==> config.mk <==
export PLATFORM = sky130hd
export DESIGN_NAME = prio_irq_ctrl
export DESIGN_NICKNAME = d
export VERILOG_FILES = /design/src/rtl/prio_irq_pkg.sv /design/src/rtl/prio_irq_cfg.sv /design/src/rtl/prio_irq_req.sv /design/src/rtl/prio_irq_arb.sv /design/src/rtl/prio_irq_ctrl.sv
export SDC_FILE = /design/constraint.sdc
export NUM_CORES = 1
export LEC_CHECK = 0
export BUFFER_PORTS_ARGS = -buffer_cell sky130_fd_sc_hd__buf_2
export CAP_MARGIN = 20
export CELL_PAD_IN_SITES_DETAIL_PLACEMENT = 1
export CELL_PAD_IN_SITES_GLOBAL_PLACEMENT = 1
export CORE_MARGIN = 2
export CORE_UTILIZATION = 42
export CTS_CLUSTER_DIAMETER = 80
export DETAILED_ROUTE_END_ITERATION = 16
export PLACE_DENSITY_LB_ADDON = 0.1
export SLEW_MARGIN = 10
export SYNTH_ARGS = -nofsm -noshare
export SYNTH_HDL_FRONTEND = slang
export SYNTH_HIERARCHICAL = 1
export SYNTH_SLANG_ARGS = --single-unit
==> constraint.sdc <==
create_clock -name clk -period 2.42 [get_ports clk]
set_input_delay 0.363 -clock clk [delete_from_list [all_inputs] [get_ports clk]]
set_output_delay 0.363 -clock clk [all_outputs]
set_load 0.05 [all_outputs]
==> src/rtl/prio_irq_pkg.sv <==
package prio_irq_pkg;

    typedef enum logic [2:0] {
        ST_UNINIT,
        ST_ICW2,
        ST_ICW3,
        ST_ICW4,
        ST_READY
    } cfg_state_t;

    // command-byte field positions that decide how a command write is read
    localparam int SETUP_BIT    = 4;
    localparam int LEVEL_BIT    = 3;
    localparam int SELCMD_BIT   = 3;
    localparam int SEL_EN_BIT   = 1;
    localparam int SEL_ISR_BIT  = 0;
    localparam int AEOI_BIT     = 1;
    localparam logic [2:0] SEOI_OP = 3'b011;

endpackage

==> src/rtl/prio_irq_cfg.sv <==
module prio_irq_cfg
    import prio_irq_pkg::*;
#(
    parameter int NUM_IN = 8,
    parameter int DATA_W = 8,
    localparam int IDX_W = $clog2(NUM_IN),
    localparam int HI_W  = DATA_W - IDX_W
) (
    input  logic              clk,
    input  logic              rst_n,
    input  logic              wr_cmd,
    input  logic              wr_data,
    input  logic [DATA_W-1:0] din,
    output logic              ready,
    output logic              level_mode,
    output logic              auto_eoi,
    output logic [HI_W-1:0]   base_hi,
    output logic [DATA_W-1:0] cascade_cfg,
    output logic [NUM_IN-1:0] imr,
    output logic              sel_isr,
    output logic              setup_start,
    output logic              eoi_valid,
    output logic [IDX_W-1:0]  eoi_idx
);

    cfg_state_t state_q, state_d;
    logic       sel_cmd;

    // command decode
    always_comb begin
        setup_start = wr_cmd && din[SETUP_BIT];
        sel_cmd     = wr_cmd && !din[SETUP_BIT] && din[SELCMD_BIT]
                      && din[SEL_EN_BIT] && (state_q == ST_READY);
        eoi_valid   = wr_cmd && !din[SETUP_BIT] && !din[SELCMD_BIT]
                      && (din[DATA_W-1:DATA_W-3] == SEOI_OP)
                      && (state_q == ST_READY);
        eoi_idx     = din[IDX_W-1:0];
    end

    // next state
    always_comb begin
        state_d = state_q;
        if (setup_start) begin
            state_d = ST_ICW2;
        end else begin
            unique case (state_q)
                ST_UNINIT: state_d = ST_UNINIT;
                ST_ICW2:   if (wr_data) state_d = ST_ICW3;
                ST_ICW3:   if (wr_data) state_d = ST_ICW4;
                ST_ICW4:   if (wr_data) state_d = ST_READY;
                ST_READY:  state_d = ST_READY;
                default:   state_d = ST_UNINIT;
            endcase
        end
    end

    // state register
    always_ff @(posedge clk) begin
        if (!rst_n) state_q <= ST_UNINIT;
        else        state_q <= state_d;
    end

    // outputs
    always_comb begin
        ready = (state_q == ST_READY);
    end

    // configuration registers
    always_ff @(posedge clk) begin
        if (!rst_n) begin
            level_mode  <= 1'b0;
            auto_eoi    <= 1'b0;
            base_hi     <= '0;
            cascade_cfg <= '0;
            imr         <= '1;
            sel_isr     <= 1'b0;
        end else begin
            if (setup_start) begin
                level_mode <= din[LEVEL_BIT];
                sel_isr    <= 1'b0;
            end else if (sel_cmd) begin
                sel_isr <= din[SEL_ISR_BIT];
            end
            if (wr_data) begin
                unique case (state_q)
                    ST_ICW2: base_hi     <= din[DATA_W-1:IDX_W];
                    ST_ICW3: cascade_cfg <= din;
                    ST_ICW4: auto_eoi    <= din[AEOI_BIT];
                    default: imr         <= din[NUM_IN-1:0];
                endcase
            end
        end
    end

endmodule

==> src/rtl/prio_irq_req.sv <==
module prio_irq_req #(
    parameter int NUM_IN = 8
) (
    input  logic              clk,
    input  logic              rst_n,
    input  logic [NUM_IN-1:0] req_in,
    input  logic              level_mode,
    input  logic              flush,
    input  logic [NUM_IN-1:0] ack_clr,
    output logic [NUM_IN-1:0] irr
);

    for (genvar g = 0; g < NUM_IN; g++) begin : g_line
        logic prev_q;
        logic irr_q;
        always_ff @(posedge clk) begin
            if (!rst_n) begin
                prev_q <= 1'b1;
                irr_q  <= 1'b0;
            end else begin
                prev_q <= req_in[g];
                if (flush)
                    irr_q <= 1'b0;
                else if (level_mode)
                    irr_q <= req_in[g];
                else
                    irr_q <= (irr_q && req_in[g] && !ack_clr[g])
                             || (req_in[g] && !prev_q);
            end
        end
        assign irr[g] = irr_q;
    end

endmodule

==> src/rtl/prio_irq_arb.sv <==
module prio_irq_arb #(
    parameter int NUM_IN = 8,
    localparam int IDX_W = $clog2(NUM_IN)
) (
    input  logic [NUM_IN-1:0] irr,
    input  logic [NUM_IN-1:0] imr,
    input  logic [NUM_IN-1:0] isr,
    output logic              win_valid,
    output logic [IDX_W-1:0]  win_idx
);

    logic [NUM_IN-1:0] elig;

    always_comb begin
        logic busy;
        busy = 1'b0;
        for (int i = 0; i < NUM_IN; i++) begin
            busy    = busy | isr[i];
            elig[i] = irr[i] & ~imr[i] & ~busy;
        end
        win_valid = 1'b0;
        win_idx   = '0;
        for (int i = NUM_IN - 1; i >= 0; i--) begin
            if (elig[i]) begin
                win_valid = 1'b1;
                win_idx   = IDX_W'(i);
            end
        end
    end

endmodule

==> src/rtl/prio_irq_ctrl.sv <==
module prio_irq_ctrl #(
    parameter int NUM_IN = 8,
    parameter int DATA_W = 8,
    localparam int IDX_W = $clog2(NUM_IN),
    localparam int HI_W  = DATA_W - IDX_W
) (
    input  logic              clk,
    input  logic              rst_n,
    input  logic              cs_n,
    input  logic              rd_n,
    input  logic              wr_n,
    input  logic              a0,
    input  logic [DATA_W-1:0] din,
    output logic [DATA_W-1:0] dout,
    input  logic [NUM_IN-1:0] irq_in,
    input  logic              ack,
    output logic              int_out,
    output logic [DATA_W-1:0] vec_out,
    output logic              vec_valid,
    output logic [DATA_W-1:0] cascade_cfg
);

    logic              wr_cmd, wr_data;
    logic              ready, level_mode, auto_eoi, sel_isr;
    logic              setup_start, eoi_valid;
    logic [IDX_W-1:0]  eoi_idx, win_idx;
    logic [HI_W-1:0]   base_hi;
    logic [NUM_IN-1:0] imr, irr, isr, ack_clr, isr_set, isr_clr;
    logic              win_valid, ack_take;

    assign wr_cmd  = !cs_n && !wr_n && !a0;
    assign wr_data = !cs_n && !wr_n &&  a0;

    prio_irq_cfg #(.NUM_IN(NUM_IN), .DATA_W(DATA_W)) u_cfg (
        .clk(clk), .rst_n(rst_n), .wr_cmd(wr_cmd), .wr_data(wr_data),
        .din(din), .ready(ready), .level_mode(level_mode),
        .auto_eoi(auto_eoi), .base_hi(base_hi), .cascade_cfg(cascade_cfg),
        .imr(imr), .sel_isr(sel_isr), .setup_start(setup_start),
        .eoi_valid(eoi_valid), .eoi_idx(eoi_idx)
    );

    prio_irq_req #(.NUM_IN(NUM_IN)) u_req (
        .clk(clk), .rst_n(rst_n), .req_in(irq_in), .level_mode(level_mode),
        .flush(setup_start), .ack_clr(ack_clr), .irr(irr)
    );

    prio_irq_arb #(.NUM_IN(NUM_IN)) u_arb (
        .irr(irr), .imr(imr), .isr(isr),
        .win_valid(win_valid), .win_idx(win_idx)
    );

    always_comb begin
        ack_take = ack && ready;
        ack_clr  = (ack_take && win_valid) ? (NUM_IN'(1) << win_idx) : '0;
        isr_set  = auto_eoi ? '0 : ack_clr;
        isr_clr  = eoi_valid ? (NUM_IN'(1) << eoi_idx) : '0;
        int_out  = ready && win_valid;
    end

    always_ff @(posedge clk) begin
        if (!rst_n) begin
            isr       <= '0;
            vec_out   <= '0;
            vec_valid <= 1'b0;
        end else begin
            if (setup_start) isr <= '0;
            else             isr <= (isr & ~isr_clr) | isr_set;
            vec_valid <= ack_take;
            if (ack_take)
                vec_out <= {base_hi, win_valid ? win_idx : IDX_W'(NUM_IN - 1)};
        end
    end

    always_comb begin
        dout = '0;
        if (!cs_n && !rd_n)
            dout = a0 ? DATA_W'(imr) : (sel_isr ? DATA_W'(isr) : DATA_W'(irr));
    end

endmodule

## Yosys cells after proc, flatten, opt, wreduce, memory -nomap -nowiden

Index checks and enable logic that the tools add are counted.

| storage, ports and cells | value |
|---|---|
| flip-flop bits (word level) | 60 |
| latch bits | 0 |
| memory bits (writable) | 0 |
| bits in read-only memories | 0 |
| bits of input ports | 23 |
| output and inout port bits | 26 |
| memories kept | 0 |

| operators by class | value |
|---|---|
| add/sub/neg operators | 0 |
| $mul | 0 |
| div/mod/pow operators | 0 |
| magnitude comparators | 0 |
| equal/unequal tests | 11 |
| shift operators | 2 |
| muxes and demuxes | 36 |
| bitwise logic cells | 44 |
| reduce and logical (&&, ||, !) cells | 77 |

Operators by type and width:

| kind | number |
|---|---|
| $mux 8 | 6 |
| $logic_and 1x1->1 | 39 |
| $mux 3 | 12 |
| $logic_not 1->1 | 22 |
| $not 1->1 | 18 |
| $mux 1 | 17 |
| $and 1x1->1 | 16 |
| $shl 1x3->8 const A | 2 |
| $pmux 3 s4 | 1 |
| $eq 3x2->1 const B | 3 |
| $ne 3x2->1 const B | 3 |
| $and 8x8->8 | 1 |
| $logic_or 1x1->1 | 8 |
| $not 8->8 | 1 |
| $or 8x8->8 | 1 |
| $reduce_and 2->1 | 4 |
| $or 1x1->1 | 7 |
| $ne 2x1->1 const B | 3 |
| $reduce_and 3->1 | 2 |
| $eq 3x1->1 const B | 1 |
| $eq 3x3->1 const B | 1 |
| $reduce_or 3->1 | 1 |
| $reduce_or 2->1 | 1 |

## Depth between registers and ports, before layout

Gate-level depths: netlist (run 1).

| depth | value |
|---|---|
| depth in word-level cells | 23 |
| gate-level depth with buffers | 10 |
| depth with buffers taken out | 8 |

## Modules after synthesis

The synthesis (run 1) kept the hierarchy.

Modules (own cells, without submodules):

| module | times used | cells each | area each (µm²) |
|---|---|---|---|
| prio_irq_cfg | 1 | 126 | 1181.1 |
| prio_irq_ctrl | 1 | 124 | 1026.0 |
| prio_irq_req | 1 | 59 | 624.3 |
| prio_irq_arb | 1 | 29 | 202.7 |

## Least setup slack after synthesis (run 1)

Ideal clock, no wire load.

| path | value |
|---|---|
| path kind | register to register |
| start point | reg isr[2] |
| end point | reg u_req.g_line[0].irr_q |
| setup time | 122 ps |
| data arrival time | 2112 ps |
| slack | 186 ps |
| stages on the path, launching flop included | 9 |
| path buffers | 0 |
| period minus slack after synthesis | 2234 ps |
| cells stage by stage | dfxtp_1 or4_4 nor3b_4 nor3_1 nor2b_1 and4bb_2 nor2b_1 nor2b_1 o311a_1 |

| between the ends | value |
|---|---|
| cells in the longest elaborated chain, start to end | 22 |
| elaborated cells between the ends (all ways) | 41 |
| classes of those cells | 1 x shift; 18 x mux; 18 x bitwise; 4 x reduce/logical |

RTL lines:

| element | RTL line | text |
|---|---|---|
| start, declared | prio_irq_ctrl.sv:28 | `logic [NUM_IN-1:0] imr, irr, isr, ack_clr, isr_set, isr_clr;` |
| start signal, assigned | prio_irq_ctrl.sv:67 | `else isr <= (isr & ~isr_clr) \| isr_set;` |
| $or 1x1->1 * | prio_irq_arb.sv:18 | `busy = busy \| isr[i];` |
| $or 1x1->1 (5 in series) | prio_irq_arb.sv:18 |  |
| $not 1->1 | prio_irq_arb.sv:19 | `elig[i] = irr[i] & ~imr[i] & ~busy;` |
| $and 1x1->1 | prio_irq_arb.sv:19 |  |
| $mux 3 (5 in series) | prio_irq_arb.sv:24 | `if (elig[i]) begin` |
| $mux 3 * (3 in series) | prio_irq_arb.sv:24 |  |
| via win_idx[2] | prio_irq_ctrl.sv:26 | `logic [IDX_W-1:0] eoi_idx, win_idx;` |
| $shl 1x3->8 * | prio_irq_ctrl.sv:54 | `ack_clr = (ack_take && win_valid) ? (NUM_IN'(1) << win_idx) : '0;` |
| $mux 8 * | prio_irq_ctrl.sv:54 |  |
| via ack_clr[0] | prio_irq_ctrl.sv:28 |  |
| $logic_not 1->1 * | prio_irq_req.sv:27 | `irr_q <= (irr_q && req_in[g] && !ack_clr[g])` |
| $logic_and 1x1->1 * | prio_irq_req.sv:27 |  |
| $logic_or 1x1->1 * | prio_irq_req.sv:28 | `\|\| (req_in[g] && !prev_q);` |
| $mux 1 * | prio_irq_req.sv:24 | `else if (level_mode)` |
| end signal, assigned | prio_irq_req.sv:25 | `irr_q <= req_in[g];` |
| end signal, assigned | prio_irq_req.sv:27 |  |
| end, declared | prio_irq_req.sv:15 | `logic irr_q;` |

Mark *: on every way through the listed nets, which the timed path passes. The rest lies on a longest branch.
A chain may end at the register's enable or synchronous reset.

## Final worst setup path (run 1)

| path | value |
|---|---|
| start point | reg isr[2] |
| end point | out int_out |

| between the ends | value |
|---|---|
| cells in the longest elaborated chain, start to end | 17 |
| elaborated cells between the ends (all ways) | 27 |
| classes of those cells | 8 x mux; 18 x bitwise; 1 x reduce/logical |

RTL lines:

| element | RTL line | text |
|---|---|---|
| $or 1x1->1 * | prio_irq_arb.sv:18 |  |
| $or 1x1->1 (5 in series) | prio_irq_arb.sv:18 |  |
| $not 1->1 | prio_irq_arb.sv:19 |  |
| $and 1x1->1 | prio_irq_arb.sv:19 |  |
| $mux 1 (5 in series) | prio_irq_arb.sv:24 |  |
| $mux 1 * (3 in series) | prio_irq_arb.sv:24 |  |
| via win_valid | prio_irq_ctrl.sv:29 | `logic win_valid, ack_take;` |
| $logic_and 1x1->1 * | prio_irq_ctrl.sv:57 | `int_out = ready && win_valid;` |
| end, declared | prio_irq_ctrl.sv:17 | `output logic int_out,` |

Marks and branches as above.

==> flow_summary.toml, run 1 <==
[status]
status = "finished with violations"
violations = "setup timing"

[grt]
grt_overflow = 0
grt_max_degree = 28
antenna_found_initial = 0
gr-usage-all-layers = 0.222
grt_pass1_wl_um = 13200
grt_pass1_vias = 2588

[yosys]
yosysTopAreaCell = "dfxtp_1"
syn_nets = 361
ys_seq_elements = 60
synth_area_per_cell_um2 = 8.98
synth_top_area_frac = 0.396
async_flop_share = 0
synth_commonest_cells = "dfxtp_1 (60), nand2_1 (36), nor2b_1 (33)"
ys_types = 51
synth_cells = 338
synth_top_flop_cell = "dfxtp_1"
synth_warnings = 6
synth_area_leaders = "dfxtp_1 (40%), mux2i_1 (6.9%), nor2b_1 (6.8%)"
synth_edf_count = 0
synth_sequential_area_ratio = 0.396
yosysMostFrequentCell = "dfxtp_1"
synth_area_mm2 = 0.00303

[worst_setup_path]
cp_data_arrival_time_ns = 2.08
crit_path_end_kind = "output port"
worstSetupPathType = "flip-flop to output port"
required_ns = 2.06
critPathMaxFanout = 5
critPathLaunchType = "flip-flop"

[die]
rows = 30
core-area_mm2 = 0.00691
dieHeight_um = 89.0
die_area_mm2 = 0.00792
ios = 49
fp.dieW_um = 89.0
initial_core_util = 0.439

[layout]
fin_util = 0.529
multiInputGateArea_mm2 = 0.00165
nFillCells = 855
nNetsFinal = 413
final_layout_size_suffix_gt1_frac = 0.284
regArea_mm2 = 0.00120
n_antenna_cell = 0
stdcell_count = 491
area_delta_synth_final_pct = 20.3
stdcell_area_mm2 = 0.00365

[placed_design]
dp_worst_setup_slack_ns = -0.0467
port_buffers = 48
hpwl_um = 6020
routabilityCongestion = 0.804
dpl-instance-area_mm2 = 0.00327
dp_cells = 466

[sta]
slew_viol_final = 0
worstMarginPinSlew_ns = 0.528
holdWs_ns = 0.212
slew_headroom = 0.648
layout_setup_ws_ns = -0.0221
fin_tns_setup_ns = -0.0417
finalHoldViolations = 0
setup_violations = 2
period_minus_slack_ns = 2.44
post-route-period-util = 1.01
rsz0062_at_grt = "true"
max_freq_mhz = 409
fin_skew_ns = 0.00971

[detailed_routing]
first_pass_iters = 4
wl_per_cell_um = 17.2
vias = 2558
drt_wl_total_um = 8450
vias_per_cell = 5.21
ant_nets = 0
drcViolationCount = 0
drt_iter0_markers = 92

[pwr]
ir_drop_mv = 0.343
power.total_mw = 2.31
power.leakage_nw = 1.60
power.density_mw_per_mm2 = 632

[cts]
cts.sinks = 60
clk_pin_slew_ns = 0.07
cts_made_buffers = 9
cts_tree = "built"
cts_buffer_depth = 2
cts-hold-fix-buffers = 0
clk_latency_ns = 0.35
htree_levels = 3
cts_root_buf = "clkbuf_8"

[worst_hold_path]
min_path_type = "input pin to flip-flop"

[run]
cap_violations = 0
-- logic make-up (layout without fill, tap and decap cells) --
logic type	after synthesis	after routing	share of synthesized area
AOI/OAI and AO/OA	55	55	0.120
xor gates and xnor gates	1	1	0.00289
buffers and inverters	37	94	0.0796
DFF	60	60	0.396
muxes	29	29	0.0990
and+or+nand+nor	156	156	0.303
-- final cells by class --
| cell class | count | area share |
|---|---|---|
| tap | 96 | 0.0329 |
| inverter | 10 | 0.0103 |
| sequential | 60 | 0.329 |
| clock inverter | 6 | 0.0308 |
| multi-input combinational | 241 | 0.452 |
| timing repair buffer | 68 | 0.110 |
| clock buffer | 10 | 0.0350 |
-- what timing repair did --
action,CTS,global route
buffers inserted,0,9
resized for setup,5,13
pin swaps,0,3
endpoints found under the setup margin,7,6
-- sequential cells by signal, indices dropped and copies added, names as in the netlist --
signal               flops
u_cfg/auto_eoi           1
vec_out                  8
vec_valid                1
u_cfg/cascade_cfg        8
u_cfg/state_q            3
u_cfg/sel_isr            1
u_req/g_line.prev_q      8
u_req/g_line.irr_q       8
u_cfg/base_hi            5
u_cfg/imr                8
isr                      8
u_cfg/level_mode         1
-- metal layers --
layer | routed length, µm | track usage
met1 | 3920 | 0.288
met2 | 4130 | 0.368
met3 | 268 | 0.0526
met4 | 129 | 0.0665
met5 | 0 | 0
-- cells in the final DEF, fill, tap and decap left out, drive strengths merged, types with 2 or more instances in the layout --
cell	instances
inv	10
nand3	13
and4b	3
o31ai	3
nand2	36
o311a	8
or3b	2
a21oi	15
nand3b	5
or2b	8
nor3b	5
nor2b	33
nand2b	10
buf	68
and2	3
a21boi	6
bufinv	3
nor3	3
o211a	2
and4bb	2
nor2	21
dfxtp	60
o21a	2
clkinvlp	3
clkbuf	10
o21ai	16
nand4	3
mux2	8
mux2i	21
-- power breakdown --
group | internal, mW | switching [mW] | total, mW
clock network | 0.684 | 0.414 | 1.10
logic | 0.0756 | 0.112 | 0.188
registers | 1.01 | 0.0150 | 1.02
-- worst paths after layout --
kind                                      startpoint                endpoint  slack [ns]  depth (start not counted)
worst min-delay path                       irq_in[3]  u_req/g_line[3].prev_q        0.21                          2
worst max-delay path                          isr[2]                 int_out       -0.02                          6
worst min register to register  u_cfg/cascade_cfg[2]    u_cfg/cascade_cfg[2]        0.46                          2
worst max register to register                isr[2]   u_req/g_line[2].irr_q       -0.02                          9
-- critical path: stages (launching register included) --
cell and delay (ns):
dfxtp_2 0.32, or4_4 0.59, a211oi_4 0.24, o21ai_2 0.12, nand2_2 0.14, and2_2 0.17, buf_6 0.15
Note: power is estimated with default switching activity, not from simulation.
==> inputs of run 2 (changes only) <==
--- a/config.mk
+++ b/config.mk
@@ -6,7 +6,7 @@
 export NUM_CORES = 1
 export LEC_CHECK = 0
 export BUFFER_PORTS_ARGS = -buffer_cell sky130_fd_sc_hd__buf_2
-export CAP_MARGIN = 20
+export CAP_MARGIN = 40
 export CELL_PAD_IN_SITES_DETAIL_PLACEMENT = 1
 export CELL_PAD_IN_SITES_GLOBAL_PLACEMENT = 1
 export CORE_MARGIN = 2
@@ -17,5 +17,4 @@
 export SLEW_MARGIN = 10
 export SYNTH_ARGS = -nofsm -noshare
 export SYNTH_HDL_FRONTEND = slang
-export SYNTH_HIERARCHICAL = 1
 export SYNTH_SLANG_ARGS = --single-unit
==> constraint.sdc (replaced) <==
create_clock -name clk -period 2.5 [get_ports clk]
set_input_delay 0.375 -clock clk [delete_from_list [all_inputs] [get_ports clk]]
set_output_delay 0.375 -clock clk [all_outputs]
set_load 0.05 [all_outputs]
==> run 2 against run 1 <==
  * The run now ends clean
  * Synthesized area decreased by 6.9%
  * Sequential power about the same
  * Synthesized cell count decreased by 4.7%
  * Critical path type unchanged
==> flow_summary.toml, run 2 <==
[sta]
finalHoldViolations = 0
slew_headroom = 0.636
period_minus_slack_ns = 2.42
fin_skew_ns = 0.00738
setup_violations = 0
holdWs_ns = 0.233
max_freq_mhz = 414
slew_viol_final = 0
fin_tns_setup_ns = 0
post-route-period-util = 0.966
worstMarginPinSlew_ns = 0.545
rsz0062_at_grt = "false"

[worst_setup_path]
reg2reg_from = "isr[0]"
critPathMaxFanout = 4
cp_data_arrival_time_ns = 2.04
r2r_slack_ns = 0.42
crit_chain = "or4b_4 -> a31oi_4 -> o21ai_1 -> a31oi_2 -> buf_6"
crit_path_end_kind = "output port"
rr_worst_depth = 5
cp_slowest_cell = "or4b_4"
critPathLaunchType = "flip-flop"
worstSetupPathType = "flip-flop to output port"
required_ns = 2.12
max_stage_delay_ns = 0.59
rr_endpoint = "isr[4]"

[detailed_routing]
drt_wl_total_um = 8550
wl_per_cell_um = 18.7
vias_per_cell = 5.81
vias = 2662
ant_nets = 0
drt_iter0_markers = 139
drcViolationCount = 0
first_pass_iters = 4

[placed_design]
port_buffers = 48
dp_cells = 442
hpwl_um = 6200
routabilityCongestion = 0.891

[grt]
grt_pass1_wl_um = 13800
grt_pass1_vias = 2660
antenna_found_initial = 0
grt_overflow = 0
gr-usage-all-layers = 0.243
grt_max_degree = 31

[die]
initial_core_util = 0.440
dieHeight_um = 86
rows = 29
ios = 49
die_area_mm2 = 0.00740
core-area_mm2 = 0.00642
fp.dieW_um = 86

[worst_hold_path]
whs_endpoint = "u_req.g_line[1].prev_q"
whs_path_depth = 2
min_path_type = "input pin to flip-flop"
min-delay-start = "irq_in[1]"

[layout]
nFillCells = 781
fin_util = 0.536
n_antenna_cell = 0
multiInputGateArea_mm2 = 0.00157
stdcell_count = 458
nNetsFinal = 399
mostFrequentLayoutCell = "dfxtp_1"
layout_common_cells = "dfxtp_1 (59), buf_2 (47), nand2_1 (33), mux2i_1 (31), nor2_1 (29)"
regArea_mm2 = 0.00120
area_delta_synth_final_pct = 21.9
final_layout_size_suffix_gt1_frac = 0.228

[cts]
cts_made_buffers = 9
cts_tree = "built"
cts-hold-fix-buffers = 0
htree_levels = 3
cts_root_buf = "clkbuf_8"
clk_pin_slew_ns = 0.07
cts_setup_buffers = 0
cts_buffer_depth = 2
cts.sinks = 60
clk_latency_ns = 0.34

[yosys]
synth_commonest_cells = "dfxtp_1 (60), nand2_1 (33), mux2i_1 (31)"
ys_seq_elements = 60
synth_sequential_area_ratio = 0.425
yosysTopAreaCell = "dfxtp_1"
synth_area_mm2 = 0.00282
synth_area_per_cell_um2 = 8.77
ys_types = 47
synth_top_area_frac = 0.425
synth_area_leaders = "dfxtp_1 (43%), mux2i_1 (11%), nor2b_1 (4.4%)"
yosysMostFrequentCell = "dfxtp_1"
syn_nets = 345
synth_warnings = 0
synth_top_flop_cell = "dfxtp_1"
synth_cells = 322
async_flop_share = 0
synth_edf_count = 0

[pwr]
power.internal_mw = 1.63
power.total_mw = 2.15
switching_share = 0.243
power.density_mw_per_mm2 = 624
p_switching_mw = 0.522
ir_drop_mv = 0.439
power_frac_seq = 0.461
power.leakage_nw = 1.50
comb_power_share = 0.077
clkPwrFrac = 0.462

[run]
cap_violations = 0

[status]
status = "complete, no violations"
[run 2: cell types whose count changed in the layout (fill, tap and decap cells not counted), moves of 6 or more]
cell and change:
o311a_1 -6, or2b_1 -8, mux2i_1 +10, a21boi_0 -6
nor2_1 +8, nor2b_1 -9, a31oi_1 +9, a21boi_1 +6
buf_4 -9, mux2_2 -8
[run 2: area by class of cell]
class | instances | area share
Timing Repair Buffer | 58 | 0.0934
Tap cell | 77 | 0.0280
Clock buffer | 11 | 0.0411
Sequential cell | 60 | 0.349
Clock inverter | 5 | 0.0247
Multi-Input combinational cell | 241 | 0.457
Inverter | 6 | 0.00654
[run 2: how the worst max path moves through the flow]
stage / from / to / slack (ns) / depth (start not counted)
finish: u_cfg.imr[7] / int_out / 0.08 / 5
global route: u_cfg.imr[7] / int_out / 0.02 / 5
CTS: u_cfg.imr[7] / int_out / 0.001 / 5
detailed placement: u_cfg.imr[7] / int_out / 0.23 / 5
global placement: u_cfg.imr[7] / int_out / 0.26 / 5
floorplan: isr[0] / int_out / 0.16 / 5
[run 2: stage by stage]
stage                     cell area (µm²)  setup slack (ns)
after floorplan                      2830             0.157
after global placement               3180             0.258
after detailed placement             3180             0.225
after CTS                            3430          0.000977
after global routing                 3440            0.0219
final                                3440            0.0843
[run 2: logic make-up after synthesis]
| logic type | Yosys count | synth area share |
|---|---|---|
| simple gates | 140 | 0.269 |
| xor+xnor | 1 | 0.00310 |
| flops | 60 | 0.425 |
| mux | 31 | 0.110 |
| compound gates | 69 | 0.163 |
| buf+inv | 21 | 0.0288 |
[run 2: critical path: cells and delay by family (launching register included)]
family / cells / cell delay [ns]
AO/OA/AOI/OAI: 3 / 0.57
flip-flops: 1 / 0.35
buffers and inverters: 1 / 0.19
AND/OR/NAND/NOR: 1 / 0.59
[run 2: what timing repair did]
item / CTS / global route
pin swaps: 0 / 1
endpoints found under the hold margin: 0 / 0
setup endpoints to repair: 1 / 1
gates resized for setup: 4 / 4
[run 2: power groups by stage]
stage               clock [mW]  sequential [mW]  combinational (mW)
floorplan                    0             1.00               0.100
detailed placement           0             1.01               0.163
CTS                       1.02            0.989               0.165
finish                   0.993            0.990               0.165
global route              1.06            0.991               0.179
global placement             0             1.01               0.161
[run 2: metal layers]
metal / vias to the layer above / GRT usage / routed length [µm]
met3: 13 / 0.0500 / 437
met2: 70 / 0.371 / 3840
met4: 0 / 0.0823 / 151
met5: - / 0 / 0
met1: 1317 / 0.341 / 4110
li1: 1262 / - / -
